===== src/rtl/fpm_pkg.sv =====
`timescale 1ns/1ps
package fpm_pkg;

  typedef enum logic [2:0] {
    ST_PRE,   // row strobe high, precharge running
    ST_IDLE,  // precharged, waiting for work
    ST_ACT,   // row strobe low, row address on the bus
    ST_CAS,   // column strobe low, access window
    ST_CP,    // column strobe high, column precharge
    ST_OPEN   // row open, waiting for a hit or a reason to close
  } fpm_state_t;

  function automatic int ns2cyc(input int ns, input int clk_ns);
    int c;
    c = (ns + clk_ns - 1) / clk_ns;
    return (c < 1) ? 1 : c;
  endfunction

  function automatic int imax(input int a, input int b);
    return (a > b) ? a : b;
  endfunction

endpackage


===== src/rtl/fpm_timer.sv =====
`timescale 1ns/1ps
module fpm_timer #(
  parameter int TW      = 4,
  parameter int RST_VAL = 0
) (
  input  logic          clk,
  input  logic          rst,
  input  logic          load,
  input  logic [TW-1:0] val,
  output logic          done
);
  logic [TW-1:0] cnt;

  always_ff @(posedge clk) begin
    if (rst)              cnt <= TW'(RST_VAL);
    else if (load)        cnt <= val;
    else if (cnt != '0)   cnt <= cnt - 1'b1;
  end

  assign done = (cnt == '0);

  // a load always sets up a window of at least one cycle; done only after it ends
  p_load_hold_r3: assert property (@(posedge clk) disable iff (rst)
    (load && val != '0) |=> !done);
endmodule


===== src/rtl/fpm_page_guard.sv =====
`timescale 1ns/1ps
module fpm_page_guard #(
  parameter int LIMIT = 100,
  parameter int CW    = 8
) (
  input  logic clk,
  input  logic rst,
  input  logic row_open,
  output logic expire
);
  logic [CW-1:0] open_cnt;

  always_ff @(posedge clk) begin
    if (rst || !row_open)            open_cnt <= '0;
    else if (open_cnt != {CW{1'b1}}) open_cnt <= open_cnt + 1'b1;
  end

  assign expire = (open_cnt >= CW'(LIMIT));
endmodule


===== src/rtl/fpm_ctrl.sv =====
`timescale 1ns/1ps
module fpm_ctrl #(
  parameter int CLK_NS     = 5,
  parameter bit FAST_GRADE = 1'b1,
  parameter int AW         = 12,
  parameter int DW         = 72,
  parameter int RAS_MAX_NS = 200000
) (
  input  logic            clk,
  input  logic            rst,
  input  logic            req_valid,
  output logic            req_ready,
  input  logic [2*AW-1:0] req_addr,
  input  logic            req_write,
  input  logic [DW-1:0]   req_wdata,
  output logic            rd_valid,
  output logic [DW-1:0]   rd_data,
  input  logic            refresh_req,
  output logic            refresh_gnt,
  output logic            dram_ras_n,
  output logic            dram_cas_n,
  output logic            dram_we_n,
  output logic            dram_oe_n,
  output logic [AW-1:0]   dram_addr,
  output logic [DW-1:0]   dram_dq_out,
  output logic            dram_dq_oe,
  input  logic [DW-1:0]   dram_dq_in
);
  import fpm_pkg::*;

  // analog minimums per grade, in ns
  localparam int NS_RP  = FAST_GRADE ? 30 : 40;
  localparam int NS_RAC = FAST_GRADE ? 50 : 60;
  localparam int NS_CAC = FAST_GRADE ? 18 : 20;
  localparam int NS_PC  = FAST_GRADE ? 35 : 40;
  localparam int NS_RC  = FAST_GRADE ? 90 : 110;
  localparam int NS_RCD = 18;
  localparam int NS_CP  = 10;

  // cycle counts; the extra OPEN cycle between columns counts toward the page cycle
  localparam int T_RCD  = ns2cyc(NS_RCD, CLK_NS);
  localparam int T_CP   = ns2cyc(NS_CP, CLK_NS);
  localparam int T_CASL = imax(imax(ns2cyc(NS_CAC, CLK_NS), ns2cyc(NS_RAC, CLK_NS) - T_RCD),
                               ns2cyc(NS_PC, CLK_NS) - T_CP - 1);
  localparam int T_RP   = imax(ns2cyc(NS_RP, CLK_NS),
                               ns2cyc(NS_RC, CLK_NS) - (T_RCD + T_CASL + T_CP + 2));
  localparam int RAS_MAX_CYC = RAS_MAX_NS / CLK_NS;
  localparam int GUARD       = T_CASL + T_CP + 4;
  localparam int PAGE_LIMIT  = RAS_MAX_CYC - GUARD;
  localparam int CW          = $clog2(RAS_MAX_CYC + 1);
  localparam int TW          = $clog2(imax(imax(T_RP, T_RCD), imax(T_CASL, T_CP)) + 1);

  localparam logic [TW-1:0] LD_RP   = TW'(T_RP - 1);
  localparam logic [TW-1:0] LD_RCD  = TW'(T_RCD - 1);
  localparam logic [TW-1:0] LD_CASL = TW'(T_CASL - 1);
  localparam logic [TW-1:0] LD_CP   = TW'(T_CP - 1);

  fpm_state_t st, st_n;
  logic [AW-1:0] row_q, col_q;
  logic          wr_q;
  logic [DW-1:0] wd_q;
  logic          tmr_done, tmr_load;
  logic [TW-1:0] tmr_val;
  logic          page_exp;
  logic          accept, hit, eff_wr, capture;
  logic [AW-1:0] req_row, req_col, eff_row, eff_col;
  logic [DW-1:0] eff_wd;

  assign req_row = req_addr[2*AW-1:AW];
  assign req_col = req_addr[AW-1:0];
  assign hit     = (req_row == row_q);

  always_comb begin
    req_ready = 1'b0;
    if (st == ST_IDLE) req_ready = !refresh_req;
    if (st == ST_OPEN) req_ready = !refresh_req && !page_exp && hit;
  end
  assign accept  = req_valid && req_ready;
  assign eff_row = accept ? req_row   : row_q;
  assign eff_col = accept ? req_col   : col_q;
  assign eff_wr  = accept ? req_write : wr_q;
  assign eff_wd  = accept ? req_wdata : wd_q;
  assign capture = (st == ST_CAS) && tmr_done && !wr_q;

  always_comb begin
    st_n     = st;
    tmr_load = 1'b0;
    tmr_val  = '0;
    unique case (st)
      ST_PRE:  if (tmr_done) st_n = ST_IDLE;
      ST_IDLE: if (accept) begin st_n = ST_ACT; tmr_load = 1'b1; tmr_val = LD_RCD; end
      ST_ACT:  if (tmr_done) begin st_n = ST_CAS; tmr_load = 1'b1; tmr_val = LD_CASL; end
      ST_CAS:  if (tmr_done) begin st_n = ST_CP; tmr_load = 1'b1; tmr_val = LD_CP; end
      ST_CP:   if (tmr_done) st_n = ST_OPEN;
      ST_OPEN: begin
        if (accept) begin
          st_n = ST_CAS; tmr_load = 1'b1; tmr_val = LD_CASL;
        end else if (refresh_req || page_exp || req_valid) begin
          st_n = ST_PRE; tmr_load = 1'b1; tmr_val = LD_RP;
        end
      end
      default: st_n = ST_PRE;
    endcase
  end

  fpm_timer #(.TW(TW), .RST_VAL(T_RP - 1)) u_tmr (
    .clk(clk), .rst(rst), .load(tmr_load), .val(tmr_val), .done(tmr_done)
  );

  fpm_page_guard #(.LIMIT(PAGE_LIMIT), .CW(CW)) u_guard (
    .clk(clk), .rst(rst), .row_open(!dram_ras_n), .expire(page_exp)
  );

  always_ff @(posedge clk) begin
    if (rst) begin
      st          <= ST_PRE;
      dram_ras_n  <= 1'b1;
      dram_cas_n  <= 1'b1;
      dram_we_n   <= 1'b1;
      dram_oe_n   <= 1'b1;
      dram_dq_oe  <= 1'b0;
      dram_addr   <= '0;
      dram_dq_out <= '0;
      row_q       <= '0;
      col_q       <= '0;
      wr_q        <= 1'b0;
      wd_q        <= '0;
      rd_valid    <= 1'b0;
      rd_data     <= '0;
      refresh_gnt <= 1'b0;
    end else begin
      st <= st_n;
      if (accept) begin
        row_q <= req_row;
        col_q <= req_col;
        wr_q  <= req_write;
        wd_q  <= req_wdata;
      end
      dram_ras_n <= (st_n == ST_PRE) || (st_n == ST_IDLE);
      dram_cas_n <= (st_n != ST_CAS);
      dram_we_n  <= !((st_n == ST_CAS) && eff_wr);
      dram_oe_n  <= !((st_n == ST_CAS) && !eff_wr);
      dram_dq_oe <= (st_n == ST_CAS) && eff_wr;
      if (st_n == ST_CAS) dram_dq_out <= eff_wd;
      if (st_n == ST_ACT)      dram_addr <= eff_row;
      else if (st_n == ST_CAS) dram_addr <= eff_col;
      rd_valid <= capture;
      if (capture) rd_data <= dram_dq_in;
      refresh_gnt <= (st == ST_IDLE) && refresh_req;
    end
  end

  // ---------------- checker state and assertions ----------------
  logic [7:0]    chk_hi;
  logic [CW-1:0] chk_lo;
  always_ff @(posedge clk) begin
    if (rst) begin
      chk_hi <= '0;
      chk_lo <= '0;
    end else begin
      chk_hi <= dram_ras_n ? ((chk_hi == 8'hFF) ? chk_hi : chk_hi + 1'b1) : '0;
      chk_lo <= dram_ras_n ? '0 : ((chk_lo == {CW{1'b1}}) ? chk_lo : chk_lo + 1'b1);
    end
  end

  p_prech_r3: assert property (@(posedge clk) disable iff (rst)
    $fell(dram_ras_n) |-> (32'(chk_hi) >= T_RP));
  p_rcd_r4: assert property (@(posedge clk) disable iff (rst)
    $fell(dram_cas_n) |-> (32'(chk_lo) >= T_RCD));
  p_cas_in_row_r2: assert property (@(posedge clk) disable iff (rst)
    !dram_cas_n |-> !dram_ras_n);
  p_early_write_r8: assert property (@(posedge clk) disable iff (rst)
    !dram_we_n |-> (dram_oe_n && dram_dq_oe && !dram_cas_n));
  p_oe_read_r7: assert property (@(posedge clk) disable iff (rst)
    !dram_oe_n |-> (dram_we_n && !dram_cas_n && !dram_dq_oe));
  p_rd_pulse_r7: assert property (@(posedge clk) disable iff (rst)
    rd_valid |=> !rd_valid);
  p_ras_max_r9: assert property (@(posedge clk) disable iff (rst)
    !dram_ras_n |-> (32'(chk_lo) < RAS_MAX_CYC));
  p_gnt_closed_r10: assert property (@(posedge clk) disable iff (rst)
    refresh_gnt |-> (dram_ras_n && dram_cas_n));
endmodule


===== config.mk =====
export PLATFORM = sky130hd
export DESIGN_NAME = fpm_ctrl
export DESIGN_NICKNAME = d
export VERILOG_FILES = /design/src/rtl/fpm_pkg.sv /design/src/rtl/fpm_timer.sv /design/src/rtl/fpm_page_guard.sv /design/src/rtl/fpm_ctrl.sv
export SDC_FILE = /design/constraint.sdc
export NUM_CORES = 1
export LEC_CHECK = 0
export BUFFER_PORTS_ARGS = -buffer_cell sky130_fd_sc_hd__buf_2
export CAP_MARGIN = 10
export CORE_UTILIZATION = 46
export CTS_BUF_LIST = sky130_fd_sc_hd__clkbuf_16
export DETAILED_ROUTE_END_ITERATION = 8
export GPL_TIMING_DRIVEN = 0
export PLACE_DENSITY = 0.76
export SYNTH_ARGS = -nofsm -noshare
export SYNTH_HDL_FRONTEND = slang
export SYNTH_SLANG_ARGS = --single-unit

===== constraint.sdc =====
create_clock -name clk -period 2.1 [get_ports clk]
set_input_delay 0.21 -clock clk [delete_from_list [all_inputs] [get_ports clk]]
set_output_delay 0.21 -clock clk [all_outputs]
set_load 0.01 [all_outputs]

# Word-level counts from Yosys, hierarchy flattened
# Index checks and enable logic that the tools add are counted.
totals:
  ff_bits: 282
  in_bits: 173
  elab_cells: 85
classes:
  addsub: 2
  order_cmp: 1
  n_eq_ne: 11
  mux: 29
  n_reduce_logical: 25
op_table:
  columns: ["operator", "n"]
  rows:
  - ["$mux W72", 1]
  - ["$mux W12", 4]
  - ["$mux W3", 12]
  - ["$pmux W3 S6", 1]
  - ["$add A16 B1 Y16 const B", 1]
  - ["$ge A16 B16 Y1 const B", 1]
  - ["$ne A16 B16 Y1 const B", 1]
  - ["$eq A12 B12 Y1", 1]
  - ["$eq A3 B2 Y1 const B", 4]
  - ["$pmux W3 S4", 1]
  - ["$logic_not A3 Y1", 3]
  - ["$logic_and A1 B1 Y1", 8]
  - ["$mux W1", 8]
  - ["$eq A3 B1 Y1 const B", 2]
  - ["$eq A3 B3 Y1 const B", 2]
  - ["$logic_not A1 Y1", 6]
  - ["$logic_or A1 B1 Y1", 4]
  - ["$reduce_bool A2 Y1", 2]
  - ["$ne A3 B2 Y1 const B", 1]
  - ["$pmux W1 S3", 1]
  - ["$reduce_bool A3 Y1", 1]
  - ["$sub A3 B1 Y3 const B", 1]
  - ["$mux W2", 1]
  - ["$reduce_or A2 Y1", 1]

# Depth between registers and ports, before layout
depth:
  depth_word: 11
  mapped_depth: 11
  depth_no_buf: 9

# Hierarchy
# From an unflattened synthesis, not the netlist that was laid out.
hier_totals:
  hier_cells: 1154
  area_unflattened_um2: 10528.8
modules_own_cells:
  columns: ["module", "instances", "cells_per_inst", "area_per_inst_um2", "seq_area_each_um2"]
  rows:
  - ["fpm_ctrl", 1, 1035, 9434.0, 5265.0]
  - ["fpm_page_guard", 1, 99, 900.9, 320.3]
  - ["fpm_timer", 1, 20, 193.9, 60.1]

# Least setup slack after synthesis
# No wires, ideal clock.
synth_timing:
  path_kind: "register to register"
  from: "register st[1]"
  to: "register dram_dq_out[52]"
  t_arrival_ns: 2.073
  required_ns: 1.954
  path_slack_ns: -0.120
  stages_incl_launch_ff: 11
  n_path_buf: 4
  synth_period_minus_slack_ns: 2.220
  cell_sequence: "dfxtp_1 buf_2 nand3b_4 nor4_1 nand3_1 or4_1 buf_2 o21ai_2 buf_4 buf_2 a211oi_2"
synth_between:
  elab_chain_len: 7
  word_cells_on_any_way: 19
  classes_between: "eq/ne: 6; mux: 11; reduce/logical: 2"
synth_rtl:
  columns: ["item", "line_no", "text"]
  rows:
  - ["from (decl)", "fpm_ctrl.sv:58", "fpm_state_t st, st_n;"]
  - ["from (signal assigned)", "fpm_ctrl.sv:132", "st <= st_n;"]
  - ["$eq A3 B1 Y1", "fpm_ctrl.sv:75, fpm_ctrl.sv:89", null]
  - ["$mux W1", "fpm_ctrl.sv:75", "if (st == ST_IDLE) req_ready = !refresh_req;"]
  - ["$mux W1", "fpm_ctrl.sv:76", "if (st == ST_OPEN) req_ready = !refresh_req && !page_exp && hit;"]
  - ["$logic_and A1 B1 Y1", "fpm_ctrl.sv:78", "assign accept = req_valid && req_ready;"]
  - ["$mux W3 (on tied branches)", "fpm_ctrl.sv:96, fpm_ctrl.sv:91", null]
  - ["$pmux W3 S6", "fpm_ctrl.sv:89", "unique case (st)"]
  - ["$eq A3 B2 Y1", "fpm_ctrl.sv:144", "if (st_n == ST_CAS) dram_dq_out <= eff_wd;"]
  - ["to (signal assigned)", "fpm_ctrl.sv:144", null]
  - ["to (decl)", "fpm_ctrl.sv:25", "output logic [DW-1:0] dram_dq_out,"]
# Parallel ways exist; a longest one is shown, timed or not.
# A chain may end at the register's enable or synchronous reset.

# Worst setup path after layout
layout_timing:
  from: "register row_q[0]"
  to: "register dram_dq_out[41]"
layout_between:
  elab_chain_len: 7
  word_cells_on_any_way: 9
  classes_between: "eq/ne: 2; mux: 5; reduce/logical: 2"
layout_rtl:
  columns: ["item", "line_no", "text"]
  rows:
  - ["from (decl)", "fpm_ctrl.sv:59", "logic [AW-1:0] row_q, col_q;"]
  - ["from (signal assigned)", "fpm_ctrl.sv:134", "row_q <= req_row;"]
  - ["$eq A12 B12 Y1 (*)", "fpm_ctrl.sv:71", "assign hit = (req_row == row_q);"]
  - ["$logic_and A1 B1 Y1 (*)", "fpm_ctrl.sv:76", null]
  - ["$mux W1 (*)", "fpm_ctrl.sv:76", null]
  - ["$logic_and A1 B1 Y1 (*)", "fpm_ctrl.sv:78", null]
  - ["$mux W3 (on tied branches)", "fpm_ctrl.sv:96, fpm_ctrl.sv:91", null]
  - ["$pmux W3 S6", "fpm_ctrl.sv:89", null]
  - ["$eq A3 B2 Y1", "fpm_ctrl.sv:144", null]
# Every way passes the cells marked *; elsewhere a longest branch is shown, timed or not.

==> flow_metrics.py <==
metrics = {
    "worst_setup_path": {
        "r2r_slack_ns": -0.56,
        "rr_endpoint": "dram_dq_out[41]",
        "worst_ep_arrival_time_ns": 3.06,
        "path_class": "flop to flop",
        "crit_path_end_kind": "flop",
        "ff2ff_path_depth": 9,
        "cp-startpoint": "row_q[0]",
        "critPathMaxFanout": 6,
        "cp.required_ns": 2.49,
        "rr_startpoint": "row_q[0]",
        "crit_path_start_kind": "flop",
    },
    "grt": {
        "grt_pass1_wl_um": 59900,
        "grt_pass1_vias": 11631,
        "grt_util_all_layers_pct": 31.3,
        "antenna_found_initial": 3,
        "grt_overflow": 0,
        "grt_max_degree": 15,
    },
    "floorplanning": {
        "die_h_um": 155,
        "die-area_um2": 24100,
        "rows": 55,
        "initial_core_util_pct": 47.2,
        "pin_count": 337,
        "die_w_um": 155,
        "core_area_um2": 22800,
    },
    "sta": {
        "setup_viol": 177,
        "hold_viol_final": 0,
        "fin_crit_sh_pct": 127,
        "max_freq_ghz": 0.376,
        "slew_viol_final": 0,
        "worst_slack_ns": -0.560,
        "rsz0062_at_grt": "yes",
        "worst_pin_slew_ns": 0.831,
        "period_minus_slack_ns": 2.66,
        "skew_ns": 0.0141,
        "slew_headroom_pct": 44.6,
    },
    "cts": {
        "cts_tree": "yes",
        "clock-root-buffer": "clkbuf_16",
        "insertion_delay_ns": 0.55,
        "clock_sinks": 282,
        "clockBufferDepth": 3,
        "clk_pin_slew_worst_paths_ns": 0.07,
        "numCtsBuffers": 29,
        "htreeDepth": 1,
    },
    "yosys": {
        "synth.cell_area_um2": 10800,
        "synth_cell_type_count": 46,
        "synth.top_cells.by_count": "dfxtp_1, nand2_1, nor2_1",
        "yosys_warnings": 0,
        "synth_area_leaders": "dfxtp_1, a211oi_2, nand2_1",
        "netlist_instances": 1165,
        "ys_ff_latch": 282,
        "ys_seq_area_share_pct": 52.3,
        "yosysMostFrequentCell": "dfxtp_1",
        "syn_nets": 1342,
        "synth_top_area_cell": "dfxtp_1",
        "synth_top_area_share_pct": 52.3,
        "async_flop_share_pct": 0,
        "synth_edf_count": 0,
        "avgSynthCellArea_um2": 9.26,
        "synth_flop_cell": "dfxtp_1",
    },
    "placement": {
        "dp_hpwl_um": 22500,
        "place_congestion": 0.886,
        "preCtsSetupSlack_ns": -0.714,
        "port_buffers": 335,
    },
    "route": {
        "wirelength_um": 46700,
        "drt_first_iter_violations": 965,
        "viasPerCell": 5.71,
        "post-route-drc-count": 0,
        "via_count": 11987,
        "wl_per_cell_um": 22.2,
        "ant_nets": 0,
        "drtPass1Iterations": 7,
    },
    "cells_and_area": {
        "layout-drive-gt1-share_pct": 42.4,
        "syn_to_final_growth_pct": 67.8,
        "final_nets": 1946,
    },
    "outcome": {
        "status": "finished with violations",
        "violations": "setup timing",
    },
    "min_path": {
        "min_from": "req_addr[16]",
        "min_to": "dram_addr[4]",
        "holdPathStages": 4,
        "min_path_type": "input pin to flop",
    },
    "pwr": {
        "power_density_nw_per_um2": 760,
        "p_leak_nw": 7.36,
        "ir_drop_uv": 677,
        "p_total_w": 0.0138,
    },
    "job": {
        "maxCapViolations": 0,
    },
}
## critical path, cell delays in order (launching register included)
cell and delay [ns]:
dfxtp_2 0.33, xor2_2 0.16, nor4_2 0.28, nand3_1 0.15, or4_4 0.58, o21ai_4 0.17
buf_12 0.20, buf_8 0.15, nor2_1 0.07, a211oi_2 0.42
## stage by stage
stage	hold slack, ns	std cells	TNS, ns	utilization, %	cell area, um2
floorplan	0.346	1165	-0.0356	-	10800
global placement	0.438	1813	-99.20	56.5	12900
detailed placement	0.443	1813	-109.07	56.5	12900
CTS	0.0800	2059	-16.41	71.6	16400
global route	0.0992	2100	-41.16	79.2	18100
finish	0.0923	2101	-32.22	79.2	18100
## cells in the final DEF (no fill, tap or decap), types with 7 or more instances in the layout
cell type / count
buf_2: 339
dfxtp_1: 263
nand2_1: 218
dlygate4sd3_1: 170
nor2_1: 120
a21oi_1: 96
mux2i_4: 71
a211oi_2: 70
clkbuf_16: 47
buf_4: 34
clkbuf_1: 30
nor2_2: 28
nor2_4: 27
buf_6: 19
dfxtp_2: 17
buf_12: 16
nand3_1: 13
buf_8: 13
inv_1: 11
a21oi_2: 11
nand4_1: 10
xor2_1: 10
clkbuf_2: 10
nor3_1: 9
o21ai_0: 8
xnor2_1: 7
clkinv_1: 7
## routing by layer
metal | GRT usage, % | share of wire (%)
met4 | 18.5 | 6.9
met3 | 7.77 | 9.8
met1 | 34.1 | 35
met5 | 0 | 0
met2 | 55.0 | 48
## kinds of logic after synthesis
kind of cell               after synthesis  share of synthesized area [%]
AOI/OAI and AO/OA                      227                           16.6
muxes                                   76                           7.05
buffers and inverters                   96                           4.38
xor gates and xnor gates                22                           1.79
and+or+nand+nor                        458                           17.4
DFF                                    282                           52.3
adders and majority gates                4                          0.464
## registers in the layout (all words and copies together), names as in the netlist
| name | flops |
|---|---|
| u_guard.open_cnt | 16 |
| u_tmr.cnt | 3 |
| dram_we_n | 1 |
| dram_addr | 12 |
| rd_valid | 1 |
| dram_dq_oe | 1 |
| dram_dq_out | 72 |
| col_q | 12 |
| wr_q | 1 |
| wd_q | 72 |
| st | 3 |
| dram_oe_n | 1 |
| dram_ras_n | 1 |
| row_q | 12 |
| rd_data | 72 |
| dram_cas_n | 1 |
| refresh_gnt | 1 |
## final cells by class
type / count / area, um2
multi-input combinational: 787 / 6060
sequential: 282 / 5670
fill: 1214 / 4740
timing repair buffer: 577 / 4360
buffer: 81 / 743
clock buffer: 29 / 726
tap: 313 / 392
clock inverter: 18 / 97.6
inverter: 11 / 41.3
antenna: 3 / 7.51
## worst max-delay path by stage
| stage | endpoint | slack [ns] | depth (start not counted) |
|---|---|---|---|
| after floorplan | dram_dq_out[10] | -0.0006 | 11 |
| after global placement | rd_data[24] | -0.60 | 9 |
| after detailed placement | rd_data[24] | -0.71 | 9 |
| after CTS | dram_dq_out[10] | -0.20 | 10 |
| after global routing | dram_dq_out[41] | -0.56 | 9 |
| final | dram_dq_out[41] | -0.56 | 9 |
## report_power, final
part	total (W)	switching [W]	internal (W)
Clock	0.00472	0.00223	0.00249
Sequential	0.00585	0.000231	0.00562
Combinational	0.00318	0.00158	0.00160
## repair_timing
| item | 4_1_cts | 5_1_grt |
|---|---|---|
| resized for setup | 154 | 278 |
| pin swaps | 21 | 67 |
| buffers inserted | 30 | 26 |
| hold buffers | 170 | 0 |
| setup endpoints to repair | 268 | 268 |
| hold endpoints to repair | 184 | 0 |
| cloned | 2 | 18 |
Power figures use the tool's default switching activity.
